[config.mk]
export PLATFORM = sky130hd
export DESIGN_NAME = frfcfs_sched
export DESIGN_NICKNAME = d
export VERILOG_FILES = /design/src/rtl/frfcfs_pkg.sv /design/src/rtl/frfcfs_req_buf.sv /design/src/rtl/frfcfs_bank_state.sv /design/src/rtl/frfcfs_pick.sv /design/src/rtl/frfcfs_sched.sv
export SDC_FILE = /design/constraint.sdc
export NUM_CORES = 1
export LEC_CHECK = 0
export BUFFER_PORTS_ARGS = -buffer_cell sky130_fd_sc_hd__buf_4
export CORE_MARGIN = 2
export CORE_UTILIZATION = 35
export CTS_CLUSTER_SIZE = 12
export DETAILED_ROUTE_END_ITERATION = 8
export SYNTH_ARGS = -nofsm -noshare
export SYNTH_HDL_FRONTEND = slang
export SYNTH_SLANG_ARGS = --single-unit
[constraint.sdc]
create_clock -name clk -period 15.19 [get_ports clk]
set_clock_uncertainty 0.1 [all_clocks]
set_input_delay 0.7595 -clock clk [delete_from_list [all_inputs] [get_ports clk]]
set_output_delay 0.7595 -clock clk [all_outputs]
set_load 0.03 [all_outputs]
[src/rtl/frfcfs_pkg.sv]
package frfcfs_pkg;
  parameter int unsigned TID_W  = 2;
  parameter int unsigned BANK_W = 2;
  parameter int unsigned ROW_W  = 14;
  parameter int unsigned COL_W  = 7;
  parameter int unsigned AGE_W  = 8;
  parameter int unsigned DEPTH  = 8;

  localparam int unsigned NUM_BANKS = 1 << BANK_W;
  localparam int unsigned IDX_W     = $clog2(DEPTH);

  typedef struct packed {
    logic [TID_W-1:0]  tid;
    logic [BANK_W-1:0] bank;
    logic [ROW_W-1:0]  row;
    logic [COL_W-1:0]  col;
  } req_t;

  typedef enum logic [1:0] {
    ROW_EMPTY    = 2'd0,
    ROW_HIT      = 2'd1,
    ROW_CONFLICT = 2'd2
  } row_class_e;
endpackage

[src/rtl/frfcfs_req_buf.sv]
module frfcfs_req_buf
  import frfcfs_pkg::*;
(
  input  logic             clk,
  input  logic             rst_n,
  input  logic             enq_fire,
  input  req_t             enq_req,
  input  logic             deq_fire,
  input  logic [IDX_W-1:0] deq_idx,
  output logic [DEPTH-1:0] ent_valid,
  output req_t             ent_req   [DEPTH],
  output logic [AGE_W-1:0] ent_stamp [DEPTH],
  output logic [AGE_W-1:0] now,
  output logic [IDX_W-1:0] free_idx,
  output logic             full
);
  logic [DEPTH-1:0] valid_d;
  logic             free_found;

  // lowest free slot
  always_comb begin
    free_idx   = '0;
    free_found = 1'b0;
    for (int i = 0; i < DEPTH; i++) begin
      if (!ent_valid[i] && !free_found) begin
        free_idx   = IDX_W'(i);
        free_found = 1'b1;
      end
    end
    full = &ent_valid;
  end

  always_comb begin
    valid_d = ent_valid;
    if (deq_fire) valid_d[deq_idx] = 1'b0;
    if (enq_fire) valid_d[free_idx] = 1'b1;
  end

  always_ff @(posedge clk or negedge rst_n) begin
    if (!rst_n) begin
      ent_valid <= '0;
      now       <= '0;
    end else begin
      ent_valid <= valid_d;
      now       <= now + AGE_W'(1);
    end
  end

  // payload: written only when a slot is claimed, no reset needed
  for (genvar g = 0; g < DEPTH; g++) begin : g_slot
    logic wr_en;
    assign wr_en = enq_fire && (free_idx == IDX_W'(g));
    always_ff @(posedge clk) begin
      if (wr_en) begin
        ent_req[g]   <= enq_req;
        ent_stamp[g] <= now;
      end
    end
  end

  assert_no_overflow_R2: assert property (@(posedge clk) disable iff (!rst_n)
    enq_fire |-> !full);

  assert_no_silent_loss_R8: assert property (@(posedge clk) disable iff (!rst_n)
    (!enq_fire && !deq_fire) |=> $stable(ent_valid));
endmodule

[src/rtl/frfcfs_bank_state.sv]
module frfcfs_bank_state
  import frfcfs_pkg::*;
(
  input  logic              clk,
  input  logic              rst_n,
  input  logic              upd_en,
  input  logic [BANK_W-1:0] upd_bank,
  input  logic [ROW_W-1:0]  upd_row,
  output logic [NUM_BANKS-1:0] open_valid,
  output logic [ROW_W-1:0]     open_row [NUM_BANKS]
);
  for (genvar b = 0; b < NUM_BANKS; b++) begin : g_bank
    logic sel;
    logic open_d;
    logic [ROW_W-1:0] row_d;
    assign sel = upd_en && (upd_bank == BANK_W'(b));

    always_comb begin
      open_d = open_valid[b];
      row_d  = open_row[b];
      if (sel) begin
        open_d = 1'b1;
        row_d  = upd_row;
      end
    end

    always_ff @(posedge clk or negedge rst_n) begin
      if (!rst_n) begin
        open_valid[b] <= 1'b0;
        open_row[b]   <= '0;
      end else begin
        open_valid[b] <= open_d;
        open_row[b]   <= row_d;
      end
    end
  end

  assert_row_opened_R9: assert property (@(posedge clk) disable iff (!rst_n)
    upd_en |=> (open_valid[$past(upd_bank)] && open_row[$past(upd_bank)] == $past(upd_row)));
endmodule

[src/rtl/frfcfs_pick.sv]
module frfcfs_pick
  import frfcfs_pkg::*;
(
  input  logic [DEPTH-1:0]     ent_valid,
  input  req_t                 ent_req   [DEPTH],
  input  logic [AGE_W-1:0]     ent_stamp [DEPTH],
  input  logic [AGE_W-1:0]     now,
  input  logic [NUM_BANKS-1:0] open_valid,
  input  logic [ROW_W-1:0]     open_row [NUM_BANKS],
  output logic                 any_valid,
  output logic [IDX_W-1:0]     sel_idx,
  output row_class_e           sel_class,
  output logic [DEPTH-1:0]     hit_vec
);
  row_class_e       cls [DEPTH];
  logic [AGE_W-1:0] age [DEPTH];

  for (genvar g = 0; g < DEPTH; g++) begin : g_cls
    always_comb begin
      if (!open_valid[ent_req[g].bank])
        cls[g] = ROW_EMPTY;
      else if (open_row[ent_req[g].bank] == ent_req[g].row)
        cls[g] = ROW_HIT;
      else
        cls[g] = ROW_CONFLICT;
    end
    assign hit_vec[g] = ent_valid[g] && (cls[g] == ROW_HIT);
    assign age[g]     = now - ent_stamp[g];  // wrap-safe distance
  end

  // scan: hit class first, then larger age; strict compare keeps lowest index
  always_comb begin
    logic             found;
    logic             best_hit;
    logic [AGE_W-1:0] best_age;
    found    = 1'b0;
    best_hit = 1'b0;
    best_age = '0;
    sel_idx  = '0;
    for (int i = 0; i < DEPTH; i++) begin
      if (ent_valid[i]) begin
        if (!found || (hit_vec[i] && !best_hit) ||
            (hit_vec[i] == best_hit && age[i] > best_age)) begin
          found    = 1'b1;
          best_hit = hit_vec[i];
          best_age = age[i];
          sel_idx  = IDX_W'(i);
        end
      end
    end
    any_valid = found;
    sel_class = cls[sel_idx];
  end
endmodule

[src/rtl/frfcfs_sched.sv]
module frfcfs_sched
  import frfcfs_pkg::*;
(
  input  logic              clk,
  input  logic              rst_n,
  input  logic              enq_valid,
  output logic              enq_ready,
  input  logic [TID_W-1:0]  enq_tid,
  input  logic [BANK_W-1:0] enq_bank,
  input  logic [ROW_W-1:0]  enq_row,
  input  logic [COL_W-1:0]  enq_col,
  output logic              iss_valid,
  input  logic              iss_ready,
  output logic [TID_W-1:0]  iss_tid,
  output logic [BANK_W-1:0] iss_bank,
  output logic [ROW_W-1:0]  iss_row,
  output logic [COL_W-1:0]  iss_col,
  output logic [1:0]        iss_class
);
  logic [DEPTH-1:0]     ent_valid;
  req_t                 ent_req   [DEPTH];
  logic [AGE_W-1:0]     ent_stamp [DEPTH];
  logic [AGE_W-1:0]     now;
  logic [IDX_W-1:0]     free_idx;
  logic                 full;
  logic [NUM_BANKS-1:0] open_valid;
  logic [ROW_W-1:0]     open_row [NUM_BANKS];
  logic                 any_valid;
  logic [IDX_W-1:0]     sel_idx;
  row_class_e           sel_class;
  logic [DEPTH-1:0]     hit_vec;
  logic                 enq_fire;
  logic                 iss_fire;
  req_t                 enq_req;
  req_t                 sel_req;

  assign enq_ready = !full;
  assign enq_fire  = enq_valid && !full;
  assign enq_req   = '{tid: enq_tid, bank: enq_bank, row: enq_row, col: enq_col};
  assign iss_fire  = any_valid && iss_ready;

  frfcfs_req_buf i_buf (
    .clk, .rst_n,
    .enq_fire, .enq_req,
    .deq_fire (iss_fire),
    .deq_idx  (sel_idx),
    .ent_valid, .ent_req, .ent_stamp, .now, .free_idx, .full
  );

  frfcfs_bank_state i_banks (
    .clk, .rst_n,
    .upd_en   (iss_fire),
    .upd_bank (sel_req.bank),
    .upd_row  (sel_req.row),
    .open_valid, .open_row
  );

  frfcfs_pick i_pick (
    .ent_valid, .ent_req, .ent_stamp, .now,
    .open_valid, .open_row,
    .any_valid, .sel_idx, .sel_class, .hit_vec
  );

  assign sel_req   = ent_req[sel_idx];
  assign iss_valid = any_valid;
  assign iss_tid   = sel_req.tid;
  assign iss_bank  = sel_req.bank;
  assign iss_row   = sel_req.row;
  assign iss_col   = sel_req.col;
  assign iss_class = sel_class;

  assert_hit_first_R5: assert property (@(posedge clk) disable iff (!rst_n)
    (iss_valid && iss_class != ROW_HIT) |-> (hit_vec == '0));

  assert_fresh_not_offered_R3: assert property (@(posedge clk) disable iff (!rst_n)
    enq_fire |-> !(iss_valid && sel_idx == free_idx));

  assert_wait_holds_R8: assert property (@(posedge clk) disable iff (!rst_n)
    (iss_valid && !iss_ready) |=> iss_valid);

  assert_class_code_R4: assert property (@(posedge clk) disable iff (!rst_n)
    iss_valid |-> (iss_class != 2'd3));
endmodule

==> results of run 1 <==
-- cell usage after synthesis (all sizes together), types with 3 or more instances --
cell | instances | area, µm²
o21bai | 13 | 97.6
a21o | 33 | 248
a21oi | 66 | 334
nor4 | 11 | 96.3
and3 | 8 | 50.1
buf | 43 | 267
clkbuf | 39 | 149
xor2 | 40 | 350
a21boi | 8 | 63.8
and4 | 18 | 160
o211ai | 34 | 255
a31oi | 24 | 150
o21a | 13 | 97.6
nor3 | 11 | 55.1
ha | 120 | 1500
xnor2 | 129 | 1130
a22oi | 4 | 30.0
o22ai | 12 | 75.1
nor2b | 11 | 68.8
nor2 | 49 | 184
nand2 | 83 | 319
o21ai | 40 | 219
inv | 95 | 357
or3 | 3 | 18.8
edfxtp | 264 | 7930
fa | 8 | 160
a211oi | 6 | 50.1
mux2 | 80 | 935
nand2b | 8 | 50.1
nand3b | 8 | 60.1
mux2i | 75 | 751
mux4 | 120 | 2700
nand4 | 35 | 219
dfrtp | 76 | 1900
a31o | 14 | 123
and2 | 6 | 37.5
or2 | 3 | 18.8
nand3 | 42 | 210
-- registers in the layout (all words and copies together) (netlist names) --
register	count
i_banks.open_row	56
i_banks.open_valid	4
i_buf.ent_req	200
i_buf.ent_stamp	64
i_buf.ent_valid	8
i_buf.now	8
-- worst max-delay path: cells and delay by family, from the launching register on --
kind,cells,cell delay (ns)
flip-flops,1,0.35
multiplexers,1,0.52
buffers and inverters,14,2.08
adder cells (fa/ha/maj),7,2.23
XOR/XNOR,1,0.27
AO/OA/AOI/OAI,25,4.51
AND/OR/NAND/NOR,17,3.38
-- metal layers --
layer	part of all wire, %	track usage [%]	vias up
li1	-	-	6773
met1	41	27.1	7948
met2	48	33.8	657
met3	7.4	3.95	161
met4	3.8	7.56	0
met5	0	0	-
-- cells by family (layout without fill, tap and decap cells) --
group	after synthesis	count (layout)	synth area share, %
muxes	275	275	20.3
adders and majority gates	128	128	7.68
buffers and inverters	177	353	3.57
and+or+nand+nor	303	303	7.42
xor gates and xnor gates	169	169	6.84
AOI/OAI and AO/OA	285	285	8.83
DFF	340	340	45.4
-- path summary, 6_finish.rpt --
path | start | endpoint | slack (ns) | cells past startpoint
max | i_buf.ent_req[196] | iss_row[5] | 0.43 | 65
min | rst_n | i_banks.open_row[6] | 0.07 | 1
max reg2reg | i_buf.ent_req[196] | i_banks.open_row[19] | 1.09 | 68
min reg2reg | i_buf.now[0] | i_buf.now[0] | 0.35 | 1
max in group asynchronous | rst_n | i_buf.now[1] | 13.86 | 2
min in group clk | enq_row[12] | i_buf.ent_req[169] | 0.34 | 1
-- through the flow --
step	hold WS [ns]	instances	utilization (%)	setup TNS (ns)	instance area (µm²)
after floorplan	0.364	1677	-	0	21600
after global placement	0.358	2511	37.9	0	23300
after detailed placement	0.360	2511	37.9	-9.39	23300
after CTS	0.0673	2588	40.1	0	24700
after global routing	0.0892	2643	41.6	-1.72	25600
final	0.0664	2643	41.6	0	25600
-- layout make-up --
type / instances / share of cell area, %
multi-input cells: 1160 / 45.1
repair buffers: 187 / 6.43
well taps: 790 / 3.86
inverters: 95 / 1.39
clock inverters: 14 / 0.465
clock buffers: 57 / 4.28
flip-flops and latches: 340 / 38.4
-- what timing repair did --
action                                  4_1_cts  5_1_grt
cloned                                        0        9
endpoints found under the setup margin       83       87
gates resized for setup                      28       91
pin swaps                                     3       55
hold endpoints to repair                      0        0
setup buffers                                 6       46
==> metrics.md, run 1 <==
| Metric | Value |
|---|---|
| Mapped Cells | `between 1,500 and 2,000` |
| CTS Buffer Depth | `3` |
| # Max-Cap Violations | `0` |
| Share of cells above drive strength 1 | `between 20% and 30%` |
| First-pass iteration count of the detailed router | `6` |
| First-pass GRT wire length | `roughly 100,000 µm` |
| Final hold violations | `0` |
| Ys flop type | `edfxtp_1` |
| TritonCTS buffer count | `39` |
| Register area share after synthesis | `between 40% and 50%` |
| Clock Tree Root | `clkbuf_16` |
| Vias in the first global route | `roughly 16,000` |
| Total number of vias | `15,500` |
| Crit-path max FO | `8` |
| Status | `complete, no violations` |
| Fill count | `~5,700` |
| Routability cong. | `about 0.95` |
| I/O pin cnt | `slightly below 60` |
| CP max-delay cell | `nor4_2` |
| Startpoint types | `flop` |
| Initial drt markers | `approximately 1,300` |
| Global Route Usage Sum | `about a fifth` |
| Fin. max-slew vios | `0` |
| Post-CTS Hold Fix Bufs | `0` |
| Setup CP Type | `flop to output pin` |
| Die Ht | `253 µm` |
| Antenna violations before repair | `0` |
| Commonest non-fill, non-tap cells in the layout | `edfxtp_1 (264), buf_4 (163), xnor2_1 (126), mux4_2 (120), ha_1 (115)` |
| Commonest non-fill, non-tap cell in the layout | `edfxtp_1` |
| YS warnings | `0` |
| Residual DRC count | `0` |
| Worst-path clk slew | `0.06 ns` |
| Max Freq | `between 0.06 and 0.07 GHz` |
| Nets | `between 1,500 and 2,000` |
| Arr. time, crit path | `13.90 ns` |
| Max-slew headroom | `~23%` |
| PnR worst setup slack | `around 0.43 ns` |
| Die width | `between 200 and 300 µm` |
| Mapped Nets | `about 1,800` |
| Final ANT Viol Nets | `0` |
| Remaining global-route overflow | `0` |
| Die footprint | `approximately 64,000 µm²` |
| Register Area | `slightly below 10,000 µm²` |
| WL per Instance | `approximately 26 µm` |
| Starting Density | `about a third` |
| Multi-input logic area | `11,600 µm²` |
| Worst slew pin tran | `1.15 ns` |
| Minimum clock period | `~15 ns` |
| Critical path required time | `between 10 and 15 ns` |
| Diode count | `0` |
| Crit path largest cell delay | `approximately 0.60 ns` |
| Average size of a mapped cell | `between 10 and 15 µm²` |
| Vias per cell | `5.88` |
| Final wirelength | `68,100 µm` |
| Ys async rst share | `between 20% and 30%` |
| H-tree depth | `2` |
| CTS tree | `built` |
| Num rows | `slightly above 90` |
| Skew-Pair Late Insertion Delay | `between 0.5 and 0.6 ns` |
| Synth-to-Final Area Change | `18.2%` |
| Post-synth EDFFs | `about 260` |
| Final Setup Violations | `0` |
| Largest net degree at the start of global routing | `44` |
| CTS sink cnt | `340` |
| Count of cell types in the netlist | `75` |
| Synth Register Bits | `340` |
| Placement Setup Slack | `-0.364 ns` |
| Core area | `~61,000 µm²` |
| PortBufs | `57` |
| CP endpoint kind | `output pin` |
| Final HPWL DP | `44,800 µm` |
| Period utilization | `97.1%` |
| Mapped cell area | `roughly 22,000 µm²` |
| Worst min path class | `input pin to asynchronous set/reset pin` |
Power of run 1 is left out: the tool's default activity adds up to more than one toggle a clock period on the data nets, which glitch-free logic cannot reach.
==> inputs of run 2 (changes only) <==
--- a/config.mk
+++ b/config.mk
@@ -6,10 +6,13 @@
 export NUM_CORES = 1
 export LEC_CHECK = 0
 export BUFFER_PORTS_ARGS = -buffer_cell sky130_fd_sc_hd__buf_4
+export CELL_PAD_IN_SITES_DETAIL_PLACEMENT = 0
+export CELL_PAD_IN_SITES_GLOBAL_PLACEMENT = 1
 export CORE_MARGIN = 2
-export CORE_UTILIZATION = 35
+export CORE_UTILIZATION = 48
 export CTS_CLUSTER_SIZE = 12
 export DETAILED_ROUTE_END_ITERATION = 8
+export PLACE_DENSITY_LB_ADDON = 0.1
 export SYNTH_ARGS = -nofsm -noshare
 export SYNTH_HDL_FRONTEND = slang
 export SYNTH_SLANG_ARGS = --single-unit
==> constraint.sdc (replaced) <==
create_clock -name clk -period 12.1 [get_ports clk]
set_clock_uncertainty 0.1 [all_clocks]
set_input_delay 0.605 -clock clk [delete_from_list [all_inputs] [get_ports clk]]
set_output_delay 0.605 -clock clk [all_outputs]
set_load 0.03 [all_outputs]
==> metrics.md, run 2 (synthesis results as in run 1) <==
| Metric | Value |
|---|---|
| First-pass GRT wire length | `109,000 µm (+11%)` |
| Met1 Use GR | `44.1% (+17 points)` |
| Clock Tree Root | `clkbuf_16` |
| Crit-path max FO | `8 (unchanged)` |
| Final wirelength | `72,700 µm (+6.9%)` |
| Fill count | `3,322 (-41%)` |
| Routability cong. | `0.938 (-1.1%)` |
| Critical path required time | `11.39 ns (-2.94 ns)` |
| PortBufs | `57 (unchanged)` |
| Multi-input logic area | `12,400 µm² (+7.0%)` |
| Antenna violations before repair | `0 (unchanged)` |
| Commonest non-fill, non-tap cell in the layout | `buf_4` |
| Residual DRC count | `0 (unchanged)` |
| Crit path largest cell delay | `0.55 ns (-0.05 ns)` |
| Final ANT Viol Nets | `0 (unchanged)` |
| CTS tree | `built` |
| Max reg flops | `200 (unchanged)` |
| Arr. time, crit path | `13.46 ns (-0.44 ns)` |
| I/O pin cnt | `58 (unchanged)` |
| Share of cells above drive strength 1 | `43.7% (+14 points)` |
| CTS sink cnt | `340 (unchanged)` |
| Fin. max-slew vios | `0 (unchanged)` |
| WL per Instance | `26.4 µm (+2.4%)` |
| Reg with most FFs | `i_buf.ent_req` |
| Vias in the first global route | `17,400 (+12%)` |
| Num rows | `77 (-15%)` |
| TritonCTS buffer count | `41 (+5.1%)` |
| Total number of vias | `17,000 (+9.2%)` |
| Failing checks | `negative setup slack` |
| Largest regs | `i_buf.ent_req (200), i_buf.ent_stamp (64), i_banks.open_row (56)` |
| Largest net degree at the start of global routing | `74 (+68%)` |
| # Max-Cap Violations | `0 (unchanged)` |
| CP max-delay cell | `mux4_2` |
| Min-Delay Path Depth | `1` |
| PnR worst setup slack | `-2.06 ns (-2.50 ns)` |
| Die width | `216 µm (-14%)` |
| WHS Endpoint | `i_buf.ent_req[74]` |
| RSZ-0062 raised after global routing | `yes` |
| Setup CP Type | `flop to output pin` |
| Startpoint types | `flop` |
| R2r endpoint | `i_banks.open_row[23]` |
| Worst slew pin tran | `1.18 ns (+0.0284 ns)` |
| H-tree depth | `2 (unchanged)` |
| Starting Density | `48.7% (+14 points)` |
| Global Route Usage Sum | `31.4% (+11 points)` |
| Register Area | `9830 µm² (about the same)` |
| Status | `finished with violations` |
| Crit Reg-Reg Startpoint | `i_buf.ent_req[171]` |
| Synth-to-Final Area Change | `34.1%` |
| Final hold violations | `0 (unchanged)` |
| Die footprint | `46,800 µm² (-27%)` |
| Worst min path class | `input pin to flop` |
| Final HPWL DP | `48,000 µm (+7.2%)` |
| R2r worst-path depth | `70 (+2.9%)` |
| Crit path buffers/inverters | `18 (+4)` |
| Hold slack | `0.156 ns (+0.0900 ns)` |
| Nets | `2,292 (+16%)` |
| Max-slew headroom | `21.2% (-1.9 points)` |
| Diode count | `0 (unchanged)` |
| Die Ht | `216 µm (-14%)` |
| Worst-path clk slew | `0.06 ns (about the same)` |
| Skew-Pair Late Insertion Delay | `0.59 ns (+0.02 ns)` |
| Gr busiest metal | `met2` |
| CP endpoint kind | `output pin` |
| Vias per cell | `6.15 (+4.7%)` |
| Placement Setup Slack | `-1.83 ns (-1.46 ns)` |
| Minimum clock period | `around 14 ns` |
| Met2 Resource Use GR | `48.7% (+15 points)` |
| Final Setup Violations | `95 (+95)` |
| Met3 track demand over resource | `7.31% (+3.4 points)` |
| CP dominant cell by count | `buf_4` |
| Reg-to-reg slack, setup | `-1.46 ns (-2.55 ns)` |
| TNS Setup | `-136.17 ns (-136.17 ns)` |
| First-pass iteration count of the detailed router | `5 (-1)` |
| Remaining global-route overflow | `0 (unchanged)` |
| Min-Delay Startpoint | `enq_tid[1]` |
| Period utilization | `117%` |
| Initial drt markers | `1,664 (+26%)` |
| Core area | `44,400 µm² (-28%)` |
| Commonest non-fill, non-tap cells in the layout | `buf_4 (408), edfxtp_1 (264), mux4_2 (120), xnor2_1 (117), ha_1 (104)` |
| Max Freq | `roughly 0.07 GHz` |
| Top delay family on crit path | `compound AO/OA/AOI/OAI gates` |
| CTS Buffer Depth | `3 (unchanged)` |
[run 2: through the flow]
step | std cells | util, % | instance area (µm²)
after floorplan | 1677 | - | 22200
after global placement | 2585 | 57.7 | 25600
after detailed placement | 2585 | 57.7 | 25600
after CTS | 2744 | 64.7 | 28700
after global routing | 2757 | 65.4 | 29000
final | 2757 | 65.4 | 29000
[run 2: how the worst max path moves through the flow]
stage | startpoint | endpoint | cells past startpoint
floorplan | i_buf.now[1] | iss_row[10] | 68
global placement | i_buf.now[1] | i_banks.open_row[38] | 67
detailed placement | i_buf.now[1] | iss_col[2] | 65
CTS | i_buf.ent_req[171] | iss_row[11] | 67
global route | i_buf.ent_req[171] | iss_row[9] | 67
finish | i_buf.ent_req[171] | iss_row[10] | 68
[run 2: area by class of cell]
cell class                      count  area share [%]
Clock buffer                       53            3.83
Clock inverter                     20           0.629
Inverter                           95            1.24
Multi-Input combinational cell   1161            42.6
Sequential cell                   340            33.9
Tap cell                          592            2.55
Timing Repair Buffer              496            15.3
[run 2: worst register-to-register path, delay by kind of cell (launching register included)]
kind | cells | cell delay (ns)
AOI/OAI and AO/OA | 23 | 3.73
and+or+nand+nor | 16 | 2.87
buffers and inverters | 18 | 2.57
adders and majority gates | 7 | 1.87
muxes | 5 | 1.75
DFF | 1 | 0.39
xor gates and xnor gates | 1 | 0.16
[run 2: metal layers]
metal  part of all wire (%)  routed length, µm
met5                      0                  0
met4                    3.1               2220
met3                     10               7470
met2                     45              32800
met1                     42              30200
[run 2: repair_timing]
| item | 4_1_cts | 5_1_grt |
|---|---|---|
| gates cloned | 11 | 1 |
| buffers inserted | 77 | 12 |
| hold buffers | 1 | 0 |
| resized for setup | 208 | 42 |
| pin swaps | 96 | 57 |
| endpoints found under the hold margin | 3 | 0 |
| endpoints found under the setup margin | 95 | 95 |
Power of run 2 is left out for the same reason.
==> inputs of run 3 (changes only) <==
--- a/config.mk
+++ b/config.mk
@@ -9,10 +9,11 @@
 export CELL_PAD_IN_SITES_DETAIL_PLACEMENT = 0
 export CELL_PAD_IN_SITES_GLOBAL_PLACEMENT = 1
 export CORE_MARGIN = 2
-export CORE_UTILIZATION = 48
+export CORE_UTILIZATION = 49
 export CTS_CLUSTER_SIZE = 12
 export DETAILED_ROUTE_END_ITERATION = 8
 export PLACE_DENSITY_LB_ADDON = 0.1
 export SYNTH_ARGS = -nofsm -noshare
 export SYNTH_HDL_FRONTEND = slang
+export SYNTH_HIERARCHICAL = 1
 export SYNTH_SLANG_ARGS = --single-unit
==> metrics.md, run 3 <==
| Metric | Value |
|---|---|
| WL per Instance | `26.1 µm (-0.99%)` |
| RSZ-0062 raised after global routing | `yes` |
| Synth-to-Final Area Change | `32.6%` |
| Critical path required time | `11.39 ns (about the same)` |
| Routability cong. | `0.924 (-1.4%)` |
| Max reg flops | `200 (unchanged)` |
| Crit path largest cell delay | `0.61 ns (+0.06 ns)` |
| Commonest non-fill, non-tap cell in the layout | `buf_4` |
| Setup CP Type | `flop to output pin` |
| Die width | `215 µm (-0.58%)` |
| Final HPWL DP | `47,000 µm (-2.2%)` |
| Num rows | `77 (unchanged)` |
| Residual DRC count | `0 (unchanged)` |
| CTS tree | `built` |
| Reg with most FFs | `i_buf/ent_req` |
| YS warnings | `6 (+6)` |
| CP max-delay cell | `or4_4` |
| Max Freq | `0.0703 GHz (-0.39%)` |
| Hold slack | `0.136 ns (-0.0201 ns)` |
| First-pass GRT wire length | `103,000 µm (-5.2%)` |
| Startpoint types | `flop` |
| Vias per cell | `6.08 (-1.1%)` |
| Die footprint | `46,300 µm² (-1.2%)` |
| Share of cells above drive strength 1 | `44.3% (+0.61 points)` |
| Final hold violations | `0 (unchanged)` |
| Worst slew pin tran | `1.26 ns (+0.0727 ns)` |
| Skew-Pair Late Insertion Delay | `0.56 ns (-0.03 ns)` |
| Reg-to-reg slack, setup | `-1.91 ns (-0.45 ns)` |
| Max-slew headroom | `16.3% (-4.8 points)` |
| Initial drt markers | `1,330 (-20%)` |
| Crit path buffers/inverters | `14 (-4)` |
| TritonCTS buffer count | `39 (-4.9%)` |
| Arr. time, crit path | `13.51 ns (+0.05 ns)` |
| H-tree depth | `2 (unchanged)` |
| Core area | `44,100 µm² (-0.65%)` |
| Worst min path class | `input pin to asynchronous set/reset pin` |
| Mapped cell area | `21,800 µm² (+0.87%)` |
| R2r endpoint | `i_banks/open_row[50]` |
| Crit Reg-Reg Startpoint | `i_buf/ent_req[196]` |
| Largest regs | `i_buf/ent_req (200), i_buf/ent_stamp (64), i_banks/open_row (56)` |
| Top delay family on crit path | `compound AO/OA/AOI/OAI gates` |
| PnR worst setup slack | `-2.12 ns (-0.0556 ns)` |
| Antenna violations before repair | `0 (unchanged)` |
| Clock Tree Root | `clkbuf_16` |
| Minimum clock period | `14.22 ns (+0.0556 ns)` |
| Failing checks | `negative setup slack` |
| PortBufs | `57 (unchanged)` |
| First-pass iteration count of the detailed router | `5 (unchanged)` |
| Commonest non-fill, non-tap cells in the layout | `buf_4 (379), edfxtp_1 (264), mux4_2 (160), xnor2_1 (142), ha_1 (105)` |
| Crit path depth | `63 (-7.4%)` |
| Worst-path clk slew | `0.06 ns (about the same)` |
| # Max-Cap Violations | `0 (unchanged)` |
| Mapped Cells | `1,572 (-6.3%)` |
| Diode count | `0 (unchanged)` |
| Final wirelength | `69,400 µm (-4.6%)` |
| Fin. max-slew vios | `0 (unchanged)` |
| Period utilization | `118% (+0.46 points)` |
| Vias in the first global route | `16,700 (-4.3%)` |
| Crit-path max FO | `7 (-1)` |
| Largest net degree at the start of global routing | `77 (+4.1%)` |
| Status | `finished with violations` |
| Remaining global-route overflow | `0 (unchanged)` |
| Final Setup Violations | `95 (unchanged)` |
| Global Route Usage Sum | `30.0% (-1.4 points)` |
| CP endpoint kind | `output pin` |
| I/O pin cnt | `58 (unchanged)` |
| Starting Density | `49.5% (+0.75 points)` |
| CTS sink cnt | `340 (unchanged)` |
| Die Ht | `215 µm (-0.58%)` |
| Average size of a mapped cell | `13.9 µm² (+7.6%)` |
| R2r worst-path depth | `67 (-4.3%)` |
| Mapped Nets | `1,729 (-5.7%)` |
| Final ANT Viol Nets | `0 (unchanged)` |
| Total number of vias | `16,200 (-4.7%)` |
| Nets | `2,191 (-4.4%)` |
| CTS Buffer Depth | `3 (unchanged)` |
run 3: how the worst max path moves through the flow:
stage,start,endpoint
after global placement,i_buf/ent_req[196],iss_row[11]
after CTS,i_buf/now[0],iss_col[0]
final,i_buf/ent_req[196],iss_row[5]
after floorplan,i_buf/now[0],i_banks/open_row[42]
after detailed placement,i_buf/ent_req[196],iss_row[11]
after global routing,i_buf/ent_req[196],iss_row[5]
run 3: repair_timing:
item,4_1_cts,5_1_grt
pin swaps,48,24
resized for setup,196,68
hold buffers,0,0
endpoints found under the setup margin,95,95
endpoints found under the hold margin,0,0
cloned,10,3
buffers inserted,48,23
run 3: area by class of cell:
cell class | count | area [µm²]
fillers | 3344 | 15200
repair buffers | 475 | 4390
clock buffers | 50 | 1060
flip-flops and latches | 340 | 9840
inverters | 95 | 359
multi-input cells | 1083 | 12300
clock inverters | 22 | 293
well taps | 592 | 741
run 3: routing by layer:
metal	track usage, %	part of all wire (%)	up-vias
met2	50.1	49	692
li1	-	-	7076
met5	0	0	-
met3	4.39	6.9	206
met4	15.1	5.7	0
met1	38.5	39	8191
run 3: per-stage QoR:
stage | setup slack [ns] | TNS, ns | util (%) | instances | instance area [µm²]
after floorplan | -1.27 | -92.09 | - | 1572 | 22300
after global placement | -1.74 | -150.46 | 58.7 | 2504 | 25900
after detailed placement | -2.11 | -183.92 | 58.7 | 2504 | 25900
after CTS | -2.07 | -150.14 | 64.8 | 2634 | 28600
after global routing | -2.78 | -230.20 | 65.6 | 2657 | 29000
final | -2.12 | -169.39 | 65.6 | 2657 | 29000
Power of run 3 is left out for the same reason.
